--- config.mk ---
export PLATFORM = sky130hd
export DESIGN_NAME = flash_cmd_top
export DESIGN_NICKNAME = d
export VERILOG_FILES = /design/src/rtl/flash_cmd_pkg.sv /design/src/rtl/flash_strobe_sync.sv /design/src/rtl/flash_cmd_seq.sv /design/src/rtl/flash_cmd_top.sv
export SDC_FILE = /design/constraint.sdc
export NUM_CORES = 1
export LEC_CHECK = 0
export BUFFER_PORTS_ARGS = -buffer_cell sky130_fd_sc_hd__buf_2
export CAP_MARGIN = 20
export CORE_MARGIN = 2
export CORE_UTILIZATION = 35
export CTS_BUF_LIST = sky130_fd_sc_hd__clkbuf_2 sky130_fd_sc_hd__clkbuf_4 sky130_fd_sc_hd__clkbuf_8
export DETAILED_ROUTE_END_ITERATION = 12
export GPL_TIMING_DRIVEN = 0
export MAX_ROUTING_LAYER = met4
export PLACE_DENSITY = 0.63
export REMOVE_ABC_BUFFERS = 1
export SYNTH_ARGS = -nofsm -noshare
export SYNTH_HDL_FRONTEND = slang
export SYNTH_SLANG_ARGS = --single-unit
--- constraint.sdc ---
create_clock -name clk -period 5.3 [get_ports clk]
set_input_delay 1.06 -clock clk [delete_from_list [all_inputs] [get_ports clk]]
set_output_delay 1.06 -clock clk [all_outputs]
set_load 0.01 [all_outputs]
--- src/rtl/flash_cmd_pkg.sv ---
package flash_cmd_pkg;

  typedef enum logic [2:0] {
    MD_READ       = 3'd0,
    MD_AUTOSEL    = 3'd1,
    MD_ERASE_PEND = 3'd2,
    MD_ERASING    = 3'd3,
    MD_SUSPENDED  = 3'd4,
    MD_BYPASS     = 3'd5
  } mode_e;

  typedef enum logic [2:0] {
    SQ_IDLE,
    SQ_KEY1,
    SQ_KEY2,
    SQ_PROG,
    SQ_EKEY1,
    SQ_EKEY2,
    SQ_ECONF,
    SQ_BYPX
  } seq_e;

  localparam logic [7:0] OP_KEY_A = 8'hAA;
  localparam logic [7:0] OP_KEY_B = 8'h55;
  localparam logic [7:0] OP_RESET = 8'hF0;
  localparam logic [7:0] OP_IDENT = 8'h90;
  localparam logic [7:0] OP_PROG  = 8'hA0;
  localparam logic [7:0] OP_ERASE = 8'h80;
  localparam logic [7:0] OP_CHIP  = 8'h10;
  localparam logic [7:0] OP_SECT  = 8'h30;
  localparam logic [7:0] OP_SUSP  = 8'hB0;
  localparam logic [7:0] OP_BYP   = 8'h20;
  localparam logic [7:0] OP_BYPX  = 8'h00;

  localparam logic [11:0] KEY_ADDR_A = 12'h555;
  localparam logic [11:0] KEY_ADDR_B = 12'h2AA;

endpackage

--- src/rtl/flash_strobe_sync.sv ---
module flash_strobe_sync #(
  parameter int unsigned STAGES = 2
) (
  input  logic clk,
  input  logic rst_n,
  input  logic wr_n,
  output logic ev
);

  logic [STAGES-1:0] sync_q;
  logic              last_q;

  always_ff @(posedge clk or negedge rst_n) begin
    if (!rst_n) begin
      sync_q <= '1;
      last_q <= 1'b1;
    end else begin
      sync_q <= {sync_q[STAGES-2:0], wr_n};
      last_q <= sync_q[STAGES-1];
    end
  end

  assign ev = sync_q[STAGES-1] & ~last_q;

  AST_EVENT_SINGLE: assert property (@(posedge clk) disable iff (!rst_n)
    ev |=> !ev);

endmodule

--- src/rtl/flash_cmd_seq.sv ---
module flash_cmd_seq
  import flash_cmd_pkg::*;
#(
  parameter int unsigned ADDR_W = 23,
  parameter int unsigned DATA_W = 16,
  parameter int unsigned BANK_W = 3,
  parameter int unsigned KEY_W  = 11
) (
  input  logic              clk,
  input  logic              rst_n,
  input  logic              ev,
  input  logic [ADDR_W-1:0] addr,
  input  logic [DATA_W-1:0] data,
  input  logic              busy,
  output logic [2:0]        mode,
  output logic [BANK_W-1:0] mode_bank,
  output logic              go_program,
  output logic              go_sector_erase,
  output logic              go_chip_erase,
  output logic              go_suspend,
  output logic              go_resume,
  output logic [ADDR_W-1:0] cmd_addr,
  output logic [DATA_W-1:0] cmd_data
);

  localparam logic [KEY_W-1:0] KEY_A = KEY_W'(KEY_ADDR_A);
  localparam logic [KEY_W-1:0] KEY_B = KEY_W'(KEY_ADDR_B);

  logic [7:0]        op;
  logic [BANK_W-1:0] abank;
  logic              at_a, at_b;

  assign op    = data[7:0];
  assign abank = addr[ADDR_W-1 -: BANK_W];
  assign at_a  = (addr[KEY_W-1:0] == KEY_A);
  assign at_b  = (addr[KEY_W-1:0] == KEY_B);

  mode_e             mode_q, mode_n;
  seq_e              seq_q, seq_n;
  logic              byp_q, byp_n, sec_q, sec_n, busy_q;
  logic [BANK_W-1:0] bank_q, bank_n;
  logic              p_prog, p_sect, p_chip, p_susp, p_res, cap_en;

  always_comb begin
    mode_n = mode_q;
    seq_n  = seq_q;
    byp_n  = byp_q;
    sec_n  = sec_q;
    bank_n = bank_q;
    p_prog = 1'b0;
    p_sect = 1'b0;
    p_chip = 1'b0;
    p_susp = 1'b0;
    p_res  = 1'b0;
    if (mode_q == MD_ERASING && busy_q && !busy) begin
      mode_n = byp_q ? MD_BYPASS : MD_READ;
      seq_n  = SQ_IDLE;
    end else if (ev) begin
      if (mode_q == MD_ERASING) begin
        if (op == OP_SUSP && sec_q && abank == bank_q) begin
          mode_n = MD_SUSPENDED;
          p_susp = 1'b1;
        end
      end else if (mode_q == MD_SUSPENDED) begin
        if (op == OP_SECT && abank == bank_q) begin
          mode_n = MD_ERASING;
          p_res  = 1'b1;
        end
      end else if (!busy) begin
        if (seq_q == SQ_PROG) begin
          p_prog = 1'b1;
          seq_n  = SQ_IDLE;
        end else if (op == OP_RESET) begin
          seq_n = SQ_IDLE;
          if (mode_q == MD_AUTOSEL) mode_n = MD_READ;
        end else begin
          seq_n = SQ_IDLE;
          unique case (seq_q)
            SQ_IDLE: begin
              if (mode_q == MD_BYPASS) begin
                if (op == OP_PROG)       seq_n = SQ_PROG;
                else if (op == OP_ERASE) seq_n = SQ_ECONF;
                else if (op == OP_IDENT) seq_n = SQ_BYPX;
              end else if (mode_q == MD_READ && at_a && op == OP_KEY_A) begin
                seq_n = SQ_KEY1;
              end
            end
            SQ_KEY1: if (at_b && op == OP_KEY_B) seq_n = SQ_KEY2;
            SQ_KEY2: begin
              if (at_a) begin
                if (op == OP_IDENT) begin
                  mode_n = MD_AUTOSEL;
                  bank_n = abank;
                end else if (op == OP_PROG) begin
                  seq_n = SQ_PROG;
                end else if (op == OP_ERASE) begin
                  seq_n = SQ_EKEY1;
                end else if (op == OP_BYP) begin
                  mode_n = MD_BYPASS;
                  byp_n  = 1'b1;
                end
              end
            end
            SQ_EKEY1: if (at_a && op == OP_KEY_A) seq_n = SQ_EKEY2;
            SQ_EKEY2: if (at_b && op == OP_KEY_B) seq_n = SQ_ECONF;
            SQ_ECONF: begin
              if (op == OP_CHIP && at_a) begin
                p_chip = 1'b1;
                mode_n = MD_ERASING;
                sec_n  = 1'b0;
                bank_n = abank;
              end else if (op == OP_SECT) begin
                p_sect = 1'b1;
                mode_n = MD_ERASING;
                sec_n  = 1'b1;
                bank_n = abank;
              end
            end
            SQ_BYPX: begin
              if (op == OP_BYPX) begin
                mode_n = MD_READ;
                byp_n  = 1'b0;
              end
            end
            default: seq_n = SQ_IDLE;
          endcase
        end
      end
    end
  end

  assign cap_en = p_prog | p_sect | p_chip | p_susp | p_res;

  always_ff @(posedge clk or negedge rst_n) begin
    if (!rst_n) begin
      mode_q          <= MD_READ;
      seq_q           <= SQ_IDLE;
      byp_q           <= 1'b0;
      sec_q           <= 1'b0;
      bank_q          <= '0;
      busy_q          <= 1'b0;
      go_program      <= 1'b0;
      go_sector_erase <= 1'b0;
      go_chip_erase   <= 1'b0;
      go_suspend      <= 1'b0;
      go_resume       <= 1'b0;
    end else begin
      mode_q          <= mode_n;
      seq_q           <= seq_n;
      byp_q           <= byp_n;
      sec_q           <= sec_n;
      bank_q          <= bank_n;
      busy_q          <= busy;
      go_program      <= p_prog;
      go_sector_erase <= p_sect;
      go_chip_erase   <= p_chip;
      go_suspend      <= p_susp;
      go_resume       <= p_res;
    end
  end

  always_ff @(posedge clk or negedge rst_n) begin
    if (!rst_n) begin
      cmd_addr <= '0;
      cmd_data <= '0;
    end else if (cap_en) begin
      cmd_addr <= addr;
      cmd_data <= data;
    end
  end

  assign mode      = (seq_q inside {SQ_EKEY1, SQ_EKEY2, SQ_ECONF}) ? 3'(MD_ERASE_PEND) : 3'(mode_q);
  assign mode_bank = bank_q;

  AST_PULSE_EXCLUSIVE: assert property (@(posedge clk) disable iff (!rst_n)
    $onehot0({go_program, go_sector_erase, go_chip_erase, go_suspend, go_resume}));

  AST_SUSPEND_FROM_ERASE: assert property (@(posedge clk) disable iff (!rst_n)
    go_suspend |-> (mode_q == MD_SUSPENDED && $past(mode_q) == MD_ERASING));

  AST_RESUME_FROM_SUSPEND: assert property (@(posedge clk) disable iff (!rst_n)
    go_resume |-> (mode_q == MD_ERASING && $past(mode_q) == MD_SUSPENDED));

  AST_START_NOT_BUSY: assert property (@(posedge clk) disable iff (!rst_n)
    (go_program || go_sector_erase || go_chip_erase) |-> !$past(busy));

  AST_AUTOSEL_EXIT_READ: assert property (@(posedge clk) disable iff (!rst_n)
    ($past(mode_q) == MD_AUTOSEL && mode_q != MD_AUTOSEL) |-> mode_q == MD_READ);

  AST_ERASE_ENTERS_ERASING: assert property (@(posedge clk) disable iff (!rst_n)
    (go_sector_erase || go_chip_erase) |-> mode_q == MD_ERASING);

endmodule

--- src/rtl/flash_cmd_top.sv ---
module flash_cmd_top #(
  parameter int unsigned ADDR_W      = 23,
  parameter int unsigned DATA_W      = 16,
  parameter int unsigned BANK_W      = 3,
  parameter int unsigned KEY_W       = 11,
  parameter int unsigned SYNC_STAGES = 2
) (
  input  logic              clk,
  input  logic              rst_n,
  input  logic              wr_n,
  input  logic [ADDR_W-1:0] addr,
  input  logic [DATA_W-1:0] data,
  input  logic              busy,
  output logic [2:0]        mode,
  output logic [BANK_W-1:0] mode_bank,
  output logic              go_program,
  output logic              go_sector_erase,
  output logic              go_chip_erase,
  output logic              go_suspend,
  output logic              go_resume,
  output logic [ADDR_W-1:0] cmd_addr,
  output logic [DATA_W-1:0] cmd_data
);

  logic [1:0] rst_sync_q;
  logic       rst_ns;
  logic       ev;

  always_ff @(posedge clk or negedge rst_n) begin
    if (!rst_n) rst_sync_q <= 2'b00;
    else        rst_sync_q <= {rst_sync_q[0], 1'b1};
  end

  assign rst_ns = rst_sync_q[1];

  flash_strobe_sync #(
    .STAGES(SYNC_STAGES)
  ) i_strobe (
    .clk  (clk),
    .rst_n(rst_ns),
    .wr_n (wr_n),
    .ev   (ev)
  );

  flash_cmd_seq #(
    .ADDR_W(ADDR_W),
    .DATA_W(DATA_W),
    .BANK_W(BANK_W),
    .KEY_W (KEY_W)
  ) i_seq (
    .clk            (clk),
    .rst_n          (rst_ns),
    .ev             (ev),
    .addr           (addr),
    .data           (data),
    .busy           (busy),
    .mode           (mode),
    .mode_bank      (mode_bank),
    .go_program     (go_program),
    .go_sector_erase(go_sector_erase),
    .go_chip_erase  (go_chip_erase),
    .go_suspend     (go_suspend),
    .go_resume      (go_resume),
    .cmd_addr       (cmd_addr),
    .cmd_data       (cmd_data)
  );

endmodule

* Word level (Yosys, flattened, before mapping)
Index checks and enable logic that the tools add are counted.
** Word-level totals
- Register bits :: 61
- Bits in latches :: 0
- Bits in writable memories :: 0
- Bits in read-only memories :: 0
- Input bits :: 43
- Word-level logic and storage cells :: 188
- Memories :: 0
** Operators by class
- Add/sub/neg operators :: 0
- $mul :: 0
- Div/mod/pow operators :: 0
- $lt $le $gt $ge :: 0
- Eq/ne operators :: 46
- Shift-type cells :: 0
- Muxes and demuxes :: 89
- Bitwise logic cells :: 12
- Reduce and logical (&&, ||, !) cells :: 25
** Operators by type and width (count)
- two-way mux 3 bit :: 41
- equality test 8 bit, second input constant :: 6
- two-way mux 1 bit :: 43
- equality test 3 bit, second input constant :: 6
- equality test 8 x 6 -> 1 bit, second input constant :: 2
- one-hot mux 3 bit (5 select lines) :: 1
- != test 7 x 1 -> 1 bit, second input constant :: 2
- != test 7 x 3 -> 1 bit, second input constant :: 2
- AND reduction 14 bit :: 1
- AND reduction 13 bit :: 1
- != test 2 x 1 -> 1 bit, second input constant :: 6
- != test 6 x 1 -> 1 bit, second input constant :: 2
- equality test 11 x 10 -> 1 bit, second input constant :: 1
- equality test 11 bit, second input constant :: 1
- AND reduction 11 bit :: 1
- logical AND 1 bit :: 10
- equality test 3 x 2 -> 1 bit, second input constant :: 3
- one-hot mux 3 bit (3 select lines) :: 1
- AND reduction 9 bit :: 1
- equality test 8 x 5 -> 1 bit, second input constant :: 1
- equality test 8 x 7 -> 1 bit, second input constant :: 1
- zero test 8 bit :: 1
- != test 2 bit, second input constant :: 4
- != test 4 x 1 -> 1 bit, second input constant :: 2
- other kinds (18) :: 32

* Depth between registers and ports, before layout
Gate-level depths: netlist of the first run.
- Depth in word-level cells :: 15
- Depth in mapped cells :: 9
- Mapped depth without buffers :: 6

* Cells and area by module
From an unflattened synthesis of the first run, not the netlist that was laid out.
** Second synthesis, totals
- Cells, all modules :: 255
- Area total of the unflattened synthesis :: 3019.1 um^2
** Modules (own cells, without submodules)
- flash_cmd_seq :: times used 1, cells each 248, area an instance 2872.8 um^2, seq. area each 1401.3 um^2
- flash_strobe_sync :: times used 1, cells each 4, area an instance 92.6 um^2, seq. area each 78.8 um^2
- flash_cmd_top :: times used 1, cells each 3, area an instance 53.8 um^2, seq. area each 50.0 um^2

* Worst setup path after synthesis of the first run
Ideal clock, no wire load.
- Kind :: input to register
- Start point :: in data[1]
- End point :: reg i_seq.cmd_addr[10]
- Setup time :: 0.125 ns
- Data arrival time :: 2.882 ns
- Required time :: 5.175 ns
- Setup slack :: 2.293 ns
- Cell stages on the path :: 9
- Path through :: or4_1 buf_2 nor3_4 o2111ai_1 a21oi_1 nor2_1 buf_2 buf_6 mux2_4
** On the way
- Longest elaborated chain between the ends :: 15
** RTL lines
- from (decl) :: RTL line flash_cmd_top.sv:12 : input logic [DATA_W-1:0] data,
- equality test 8 x 6 -> 1 bit / equality test 8 x 5 -> 1 bit (equally long branches) :: RTL line flash_cmd_seq.sv:65, flash_cmd_seq.sv:112, flash_cmd_seq.sv:107
- two-way mux 1 bit / logical AND 1 bit (equally long branches) :: RTL line flash_cmd_seq.sv:112, flash_cmd_seq.sv:107
- two-way mux 1 bit :: RTL line flash_cmd_seq.sv:107 : if (op == OP_CHIP && at_a) begin
- two-way mux 1 bit :: RTL line flash_cmd_seq.sv:78 : unique case (seq_q)
- two-way mux 1 bit :: RTL line flash_cmd_seq.sv:73 : end else if (op == OP_RESET) begin
- two-way mux 1 bit :: RTL line flash_cmd_seq.sv:70 : if (seq_q == SQ_PROG) begin
- two-way mux 1 bit :: RTL line flash_cmd_seq.sv:69 : end else if (!busy) begin
- two-way mux 1 bit :: RTL line flash_cmd_seq.sv:64 : end else if (mode_q == MD_SUSPENDED) begin
- two-way mux 1 bit :: RTL line flash_cmd_seq.sv:59 : if (mode_q == MD_ERASING) begin
- two-way mux 1 bit :: RTL line flash_cmd_seq.sv:58 : end else if (ev) begin
- two-way mux 1 bit :: RTL line flash_cmd_seq.sv:55 : if (mode_q == MD_ERASING && busy_q && !busy) begin
- OR 1 bit (3 in a row) :: RTL line flash_cmd_seq.sv:132 : assign cap_en = p_prog | p_sect | p_chip | p_susp | p_res;
- OR 1 bit (*) :: RTL line flash_cmd_seq.sv:132
- to (signal assigned) :: RTL line flash_cmd_seq.sv:167 : cmd_addr <= addr;
- to (decl) :: RTL line flash_cmd_seq.sv:22 : output logic [ADDR_W-1:0] cmd_addr,
Mark *: on every way between the ends. The rest lies on a longest branch, timed or not.
A chain may end at the register's enable or synchronous reset.

* Worst setup path in the final report of the first run
- Start point :: in data[1]
- End point :: reg i_seq.cmd_addr[6]
The elaborated chain is that of the path after synthesis.

==> results.md, run 1 <==
* Top_reg_cell synth: dfrtp_1
* Async set or reset register ratio after synthesis at 100%
* Grt ovf at 0
* Area contributors post-synth: dfrtp_1 47%, mux2_2 12%, mux2_4 4.9%
* GPL Wtd Cong at a little over 0.9
* Worst setup path class: in -> reg
* Die width at 97.7 µm
* Slew @ Worst Pin at 733 ps
* WL per Instance at 15.3 µm
* Instance count of the mapped netlist at 270
* Initial DRC count at 140
* Most frequent cells in the layout: 92 x buf_2, 57 x dfrtp_1, 32 x mux2_2
* Status: complete, no violations
* Clock sinks at 61
* Tightest Hold Check Type: reg -> async
* Largest net degree at the start of global routing at 42
* Final worst slack at around 2200 ps
* VDD IR-drop max at 0.000217 V
* Count of cell types in the netlist at 57
* Hold-fix buffers, CTS at 0
* # DRC at 0
* DR vias/cell at 5.23
* Worst R2R Path Depth at 7
* Crit share post-route at around three fifths
* Routed via count at between 2000 and 2500
* PostCTS Resize Cnt at 0
* Fraction of layout instances using a drive strength above 1 at about 45%
* Post-Syn Area at ~3100 µm²
* Final hold vios at 0
* DR WL met2 at 3310 µm
* Number of flops mapped to enable cells by yosys at 0
* Slew Limit Fails at 0
* Worst Path Max Fanout at 21
* Unrepaired setup endpoints after global routing: no
* Starting Density at 35.6%
* Root buf cell: clkbuf_8
* # diodes at 0
* PwrDens at 280 nW/µm²
* Area Growth Syn to Fin at 27.0%
* Max-slew headroom at 50.7%
* Total GRT Usage at 16.2%
* #FFs+latches synth at 61
* Final net count at 404
* Final WL at a little over 7000 µm
* Clock slew at reported path FFs at roughly 80 ps
* Cts bufs inserted at 9
* Ys Warns at 0
* Commonest non-fill, non-tap cell in the layout: buf_2
* Sequential-to-total area share from yosys stat at approximately 50%
* Wire length on met1 at approximately 3400 µm
* Pre-CTS setup slack at approximately 1800 ps
* Final ANT Viol Nets at 0
* Htree depth at 3
* Die H at 97.7 µm
* Critical Path End Type: register
* Post-synthesis area per instance at 11.4 µm²
* Met3 wire len at 426 µm
* Final Skew at approximately 10 ps
* Dpl hpwl at ~5500 µm
* Global-route wire length before repair at 12100 µm
* Row cnt at 34
* Crit path launch type: input pin
* Port bufs at 92
* Die area at 9550 µm²
* DR top layer: met4
* Synth top area share at between 40% and 50%
* Clk buf depth at 2
* Setup TNS at 0 ps
* TritonRoute pass-1 iters at 4
* Leak at 1.92 nW
* Worst EP required at 5530 ps
* Setup violations, final at 0
* Top cell type by total area after synthesis: dfrtp_1
* Vias in the first global route at 2406
* Later-pin clock latency in the skew report at 350 ps
* CP arrival at 3350 ps
* FMAX at 0.320 GHz
* Ports at 93
* Postcts setup bufs at 0
* CTS tree: built
* Post-layout min period at 3130 ps
* CORE AREA at 8640 µm²
* # Max-Cap Violations at 0
* Filler instances at 830
* Initial antenna violation count at 0
per-layer routing:
metal	global-route usage, %	up-vias
met5	-	-
met3	3.24	10
li1	-	1185
met2	23.4	96
met1	22.2	1186
met4	6.84	0
per-stage QoR:
| stage | power, mW | area (µm²) | instances | hold slack (ps) | utilization [%] |
|---|---|---|---|---|---|
| final | 1.09 | 3910 | 474 | 219 | 45.2 |
| after global placement | 0.594 | 3600 | 456 | 338 | 41.7 |
| after floorplan | 0.547 | 3010 | 256 | 331 | - |
| after CTS | 1.11 | 3910 | 474 | 242 | 45.2 |
| after global routing | 1.14 | 3910 | 474 | 264 | 45.2 |
| after detailed placement | 0.599 | 3660 | 458 | 238 | 42.4 |
cells by family (layout without fill, tap and decap cells):
logic type / count (synthesis) / count (layout) / share of synthesized area, %
flops: 61 / 61 / 49.8
mux: 43 / 43 / 16.9
other cells: 1 / 1 / 0.122
xor+xnor: 4 / 4 / 1.14
simple gates: 100 / 100 / 19.1
buf+inv: 19 / 115 / 2.81
compound gates: 42 / 42 / 10.1
flip-flops by register name, summed over array words and instances, names as in the netlist, 2 cells and up:
name and count:
i_seq.mode_q 3, i_seq.cmd_data 16, i_strobe.sync_q 2, i_seq.seq_q 3, i_seq.cmd_addr 23, i_seq.mode_bank 3, rst_sync_q 2
power by group:
part / internal (mW) / switching [mW]
Combinational: 0.0445 / 0.0470
Sequential: 0.484 / 0.0130
Clock: 0.314 / 0.192
Total: 0.843 / 0.252
synth_stat cells (all sizes together), types with 3 or more instances:
cell / number
dfrtp: 58
mux2: 42
nor2: 22
nand2: 13
nor3: 13
buf: 7
clkbuf: 7
a31oi: 6
and2: 5
inv: 5
nand3: 5
nor4bb: 5
o21ai: 5
a21oi: 4
nand4: 4
nor3b: 4
nor4: 4
xor2: 4
a21o: 3
a22o: 3
dfstp: 3
nand2b: 3
nand3b: 3
nor2b: 3
or3: 3
final timing paths:
check,startpoint,end,slack (ps)
min in group clk,i_strobe.sync_q[0],i_strobe.sync_q[1],360
worst min register to register,rst_sync_q[1],i_seq.cmd_addr[22],220
worst max register to register,i_seq.mode_q[1],i_seq.cmd_addr[1],2530
max in group asynchronous,rst_sync_q[1],i_seq.cmd_addr[9],4510
worst max-delay path,data[1],i_seq.cmd_addr[6],2170
worst min-delay path,rst_sync_q[1],i_seq.cmd_addr[22],220
worst max-delay path, stage by stage:
cell and delay [ps]:
buf_2 130, or4_1 710, nor3_4 310, o2111ai_1 170
a21oi_1 270, nor2_4 180, buf_16 210, mux2_4 300
cell type report:
type / count / area, µm² / share of cell area, %
Clock buffer: 9 / 124 / 3.17
Clock inverter: 7 / 123 / 3.14
Inverter: 5 / 18.8 / 0.481
Multi-Input combinational cell: 190 / 1470 / 37.5
Sequential cell: 61 / 1530 / 39.2
Tap cell: 108 / 135 / 3.46
Timing Repair Buffer: 94 / 508 / 13.0
Note: power is estimated with default switching activity, not from simulation.
==> inputs of run 2 (changes only) <==
Settings changed: ABC_AREA from default to 1, PLACE_DENSITY 0.63 to 0.64.
Clock period 5.3 ns to 2.8 ns, I/O delays scaled along.
==> run 2 against run 1 <==
Against the previous run:
- global-route usage grew 1.7 points
- sequential cell count unchanged
- combinational power grew to 5.6 times the previous value
- clock power increased by 62%
- routed wire length increased by 19%
- critical path type unchanged
- setup slack lost 1900 ps
- critical path depth rose by 3
- via count increased by 26%
- critical endpoint is now i_seq.cmd_data[13]
- die area is 11% higher
- power grew 110%
==> results.md, run 2 <==
* Largest register FFs at 23
* Area Growth Syn to Fin at 22.4%
* Worst EP required at 3030 ps
* GR Layer Usage met2 at 27.7%
* Max-slew headroom at 37.7%
* Initial DRC count at 154
* Count leader, synth: nand2_1
* CTS tree: built
* Met3 Resource Use GR at 2.71%
* Area taken by flip-flops and latches at 1530 µm²
* Critical path endpoint: i_seq.cmd_data[13]
* Post-synthesis area per instance at between 7 and 8 µm²
* GR peak layer: met2
* Final WL at 8620 µm
* Post-layout min period at 2490 ps
* Source of the worst register-to-register timing path: i_seq.seq_q[0]
* Die area at 10600 µm²
* Worst setup path class: in -> reg
* Biggest register: i_seq.cmd_addr
* Met1 Use GR at ~24%
* Slew Limit Fails at 0
* PostCTS Resize Cnt at 0
* Ports at 93
* Port bufs at 92
* Die H at 103 µm
* Filler instances at 1030
* VDD IR-drop max at 0.000230 V
* # Max-Cap Violations at 0
* Instance count of the mapped netlist at 448
* Worst Path Max Fanout at 40
* Placed Area at around 4000 µm²
* Critical Path End Type: register
* Tightest Hold Check Type: reg -> async
* Total GRT Usage at between 10% and 20%
* Initial antenna violation count at 0
* Postcts setup bufs at 0
* Worst R2R Path Depth at 11
* Number of flops mapped to enable cells by yosys at 0
* Final net count at 585
* Reg2Reg Capture Point: i_seq.cmd_data[13]
* Htree depth at 3
* Unrepaired setup endpoints after global routing: no
* FMAX at 0.401 GHz
* Routed via count at between 3000 and 4000
* GPL Wtd Cong at 0.882
* Synth top area share at a little over two fifths
* Commonest cells in the netlist: 143 x nand2_1, 64 x nand3_1, 58 x dfrtp_1, 41 x inv_1, 35 x nor2_1
* Async set or reset register ratio after synthesis at 100%
* Clock slew at reported path FFs at 80 ps
* Final Skew at 10.5 ps
* Root buf cell: clkbuf_8
* CP startpoint: data[1]
* Top_reg_cell synth: dfrtp_1
* Ys Warns at 0
* # DRC at 0
* Final hold vios at 0
* Later-pin clock latency in the skew report at 350 ps
* Final ANT Viol Nets at 0
* Post-layout instance area at 4190 µm²
* # diodes at 0
* Area of the multi-input gates at approximately 1600 µm²
* Slew @ Worst Pin at 933 ps
* Cts bufs inserted at 9
* Largest net degree at the start of global routing at 41
* CORE AREA at 9640 µm²
* Die width at 103 µm
* DR vias/cell at 4.61
* #FFs+latches synth at 61
* Vias in the first global route at roughly 3000
* Leak at 2.38 nW
* Most frequent cells in the layout: 143 x nand2_1, 92 x buf_2, 64 x nand3_1
* Crit path launch type: input pin
* Count of cell types in the netlist at 34
* Fraction of layout instances using a drive strength above 1 at 30.7%
* Top cell type by total area after synthesis: dfrtp_1
* Setup violations, final at 0
* Hold Slack at 268 ps
* Status: complete, no violations
* Row cnt at 36
* Area contributors post-synth: dfrtp_1 42%, nand2_1 16%, nand3_1 9.4%
* Starting Density at 35.5%
* Sequential-to-total area share from yosys stat at 44.7%
* Crit share post-route at 89.0%
* TritonRoute pass-1 iters at 4
* Clock sinks at 61
* CP arrival at 2720 ps
* PwrDens at between 500 and 600 nW/µm²
* Biggest regs: i_seq.cmd_addr: 23 flops, i_seq.cmd_data: 16 flops
* Clk buf depth at 2
* Dpl hpwl at roughly 6300 µm
* Grt ovf at 0
* Global-route wire length before repair at 14400 µm
* WL per Instance at roughly 13 µm
* R2R setup slack at 310 ps
* Post-Syn Area at 3420 µm²
* Commonest non-fill, non-tap cell in the layout: nand2_1
[run 2: kinds of logic (layout without fill, tap and decap cells)]
kind of cell | count (synthesis) | after routing | synth area share, %
AND/OR/NAND/NOR | 302 | 303 | 43.2
buffers and inverters | 65 | 163 | 8.88
flip-flops | 61 | 61 | 44.7
AO/OA/AOI/OAI | 18 | 18 | 2.85
other | 1 | 1 | 0.110
XOR/XNOR | 1 | 1 | 0.256
[run 2: what timing repair did]
item / 4_1_cts / 5_1_grt
endpoints found under the hold margin: 2 / 0
setup endpoints to repair: 0 / 39
hold buffers: 1 / 0
[run 2: power by group]
| group | switching (mW) | internal (mW) |
|---|---|---|
| clock network | 0.396 | 0.425 |
| logic | 0.324 | 0.186 |
| registers | 0.0777 | 0.945 |
| total | 0.798 | 1.56 |
[run 2: final cells by class]
| type | count | area share [%] |
|---|---|---|
| Clock inverter | 7 | 1.91 |
| Multi-Input combinational cell | 323 | 38.1 |
| Timing Repair Buffer | 94 | 11.7 |
| Tap cell | 133 | 3.97 |
| Inverter | 53 | 4.81 |
| Sequential cell | 61 | 36.6 |
| Clock buffer | 9 | 2.96 |
[run 2: stage by stage]
step	total power, mW	instances	setup slack [ps]	utilization, %	TNS, ps
floorplan	1.37	436	599	-	0
global placement	1.54	661	-77.1	41.0	-2230
detailed placement	1.55	662	-126	41.2	-3520
CTS	2.38	679	169	43.4	0
global route	2.51	680	30.4	43.5	0
finish	2.35	680	307	43.5	0
[run 2: how the worst min path moves through the flow]
stage / end / from / cells past startpoint
2_1_floorplan: rst_sync_q[0] / rst_n / 0
3_3_place_gp: rst_sync_q[1] / rst_sync_q[0] / 0
3_5_place_dp: i_seq.cmd_data[14] / rst_sync_q[1] / 0
4_1_cts: i_seq.go_suspend / rst_sync_q[1] / 0
5_1_grt: i_strobe.sync_q[0] / wr_n / 1
6_report: i_seq.cmd_data[14] / rst_sync_q[1] / 0
[run 2: critical path: stages]
cell	delay [ps]
buf_2	130
nor2_4	210
nand2_8	100
nor2_1	150
nand3_1	130
nand4_1	150
nand2_1	80
inv_2	510
nand2_4	420
nand2_1	160
nand2_1	70
[run 2: routing by layer]
metal  wire [µm]  share of wire (%)
met1        4160                 48
met5           0                  0
met3         311                3.6
met2        4030                 47
met4         114                1.3
==> inputs of run 3 (changes only) <==
Settings changed: CORE_ASPECT_RATIO from default to 0.7, PLACE_DENSITY 0.64 to default, RECOVER_POWER from default to 25.
==> run 3 against run 2 <==
Against the previous run:
- die area grew 0.13%
- power grew 1.4%
- clock-buffer cell count grew 6
- sequential share of layout area is essentially flat
- worst hold slack gained 39 ps
- clock power grew 3.2%
- clock skew shrank 2.1 ps
- core utilization grew 0.14 points
- largest power group unchanged
- highest routed layer unchanged
==> results.md, run 3 (synthesis gave the netlist of run 2 again) <==
* Status: complete, no violations
* Filler instances at 1047
* Critical Path End Type: register
* Clk buf depth at 2
* Routed via count at 3173
* TritonRoute pass-1 iters at 5
* Reg2Reg Capture Point: i_seq.cmd_data[10]
* CP arrival at 2530 ps
* Final Skew at 8.40 ps
* Crit path launch type: register
* Row cnt at 30
* Area Growth Syn to Fin at 22.4%
* Leak at roughly 2.4 nW
* Crit-path leading delay family: simple AND/OR/NAND/NOR gates
* Worst Path Max Fanout at 39
* Die width at 122 µm
* Placed Cells at 657
* Htree depth at 3
* Worst Hold End: i_strobe.sync_q[0]
* Tightest Hold Check Type: in -> reg
* CP most frequent cell: inv_2
* R2R setup slack at 500 ps
* Pre-CTS setup slack at -181 ps
* Slew Limit Fails at 0
* Later-pin clock latency in the skew report at about 350 ps
* Slew @ Worst Pin at 1010 ps
* Slowest cell on crit path: nor2_4
* Max-slew headroom at 32.8%
* Cts bufs inserted at 9
* Source of the worst register-to-register timing path: i_seq.mode_q[0]
* Clock sinks at just over 60
* Starting Density at ~36%
* Grt ovf at 0
* Hold-critical path depth at 1
* Largest net degree at the start of global routing at 41
* CORE AREA at 9610 µm²
* Port bufs at ~90
* Vias in the first global route at just under 3000
* Ports at 93
* Final net count at ~590
* Total GRT Usage at 18.3%
* Biggest register: i_seq.cmd_addr
* Final hold vios at 0
* WL per Instance at 13.4 µm
* Most frequent cells in the layout: 143 x nand2_1, 90 x buf_2, 64 x nand3_1
* Post-layout min period at 2300 ps
* Clock slew at reported path FFs at 70 ps
* Largest register FFs at 23
* Global-route wire length before repair at around 14000 µm
* Initial DRC count at 191
* Min-delay src: wr_n
* Critical path's largest stage delay at 540 ps
* WP buf/inv at 4
* Initial antenna violation count at 0
* Worst path depth at 12
* Crit share post-route at 82.3%
* Dpl hpwl at about 6500 µm
* Placed Area at 3960 µm²
* VDD IR-drop max at between 0.0003 and 0.0004 V
* Setup TNS at 0 ps
* # diodes at 0
* Final ANT Viol Nets at 0
* GPL Wtd Cong at roughly 0.91
* Fin cells at 675
* # Max-Cap Violations at 0
* Final WL at 9040 µm
* Tot Pwr at 2.39 mW
* DR vias/cell at 4.70
* Setup violations, final at 0
* Post-layout instance area at 4190 µm²
* Unrepaired setup endpoints after global routing: no
* PwrDens at between 500 and 600 nW/µm²
* Worst EP required at 3030 ps
* Worst R2R Path Depth at 12
* Fraction of layout instances using a drive strength above 1 at 30.2%
* Final worst slack at 495 ps
* Die area at 10600 µm²
* Die H at 86.7 µm
* FMAX at 0.434 GHz
* # DRC at 0
* Hold Slack at 307 ps
* Critical-path cell list: inv_2, nand3_4, inv_2, nor2_4, inv_2, nor2_2, inv_2, o21ai_2, nor2_4, nand2_8, nand2_1, nand2_1
* CTS tree: built
* Commonest non-fill, non-tap cell in the layout: nand2_1
* Worst setup path class: reg -> reg
* Post-Route Utilization at 43.6%
* Biggest regs: i_seq.cmd_addr: 23 flops, i_seq.cmd_data: 16 flops
* Root buf cell: clkbuf_8
[run 3: worst max-delay path by stage]
stage / slack [ps] / endpoint / from
after CTS: 80 / i_seq.cmd_data[10] / i_seq.mode_q[0]
after floorplan: 600 / i_seq.cmd_addr[0] / addr[22]
after global routing: 240 / i_seq.cmd_data[4] / i_seq.mode_q[1]
after global placement: -130 / i_seq.cmd_data[1] / data[1]
final: 500 / i_seq.cmd_data[10] / i_seq.mode_q[0]
after detailed placement: -180 / i_seq.cmd_data[10] / addr[22]
[run 3: routing by layer]
layer | GRT usage [%] | up-vias | part of all wire (%)
met5 | - | - | 0
met4 | 6.17 | 0 | 1.4
met3 | 5.46 | 13 | 6.4
met2 | 24.3 | 92 | 41
met1 | 26.1 | 1457 | 51
li1 | - | 1611 | -
[run 3: final cells by class]
type                            instances  area (µm²)  share of cell area, %
Inverter                               53         204                   4.87
Timing Repair Buffer                   94         473                   11.3
Multi-Input combinational cell        323        1600                   38.3
Clock buffer                           15         188                   4.48
Sequential cell                        61        1530                   36.5
Clock inverter                          1        30.0                  0.717
Tap cell                              128         160                   3.82
[run 3: repair_timing]
| action | 4_1_cts | 5_1_grt |
|---|---|---|
| hold endpoints to repair | 2 | 0 |
| buffers inserted | 0 | 0 |
| hold buffers | 1 | 0 |
| resized for setup | 0 | 3 |
| setup endpoints to repair | 0 | 39 |
[run 3: where the power goes]
| group | switching [mW] | total, mW | internal [mW] | leakage [nW] |
|---|---|---|---|---|
| combinational | 0.329 | 0.512 | 0.183 | 1.48 |
| sequential | 0.0814 | 1.03 | 0.946 | 0.783 |
| clock | 0.333 | 0.847 | 0.514 | 0.114 |
[run 3: worst register-to-register path: cells and delay by family (launching register included)]
kind,cells,cell delay [ps]
compound gates,1,110
buf+inv,4,360
flops,1,430
simple gates,7,1300
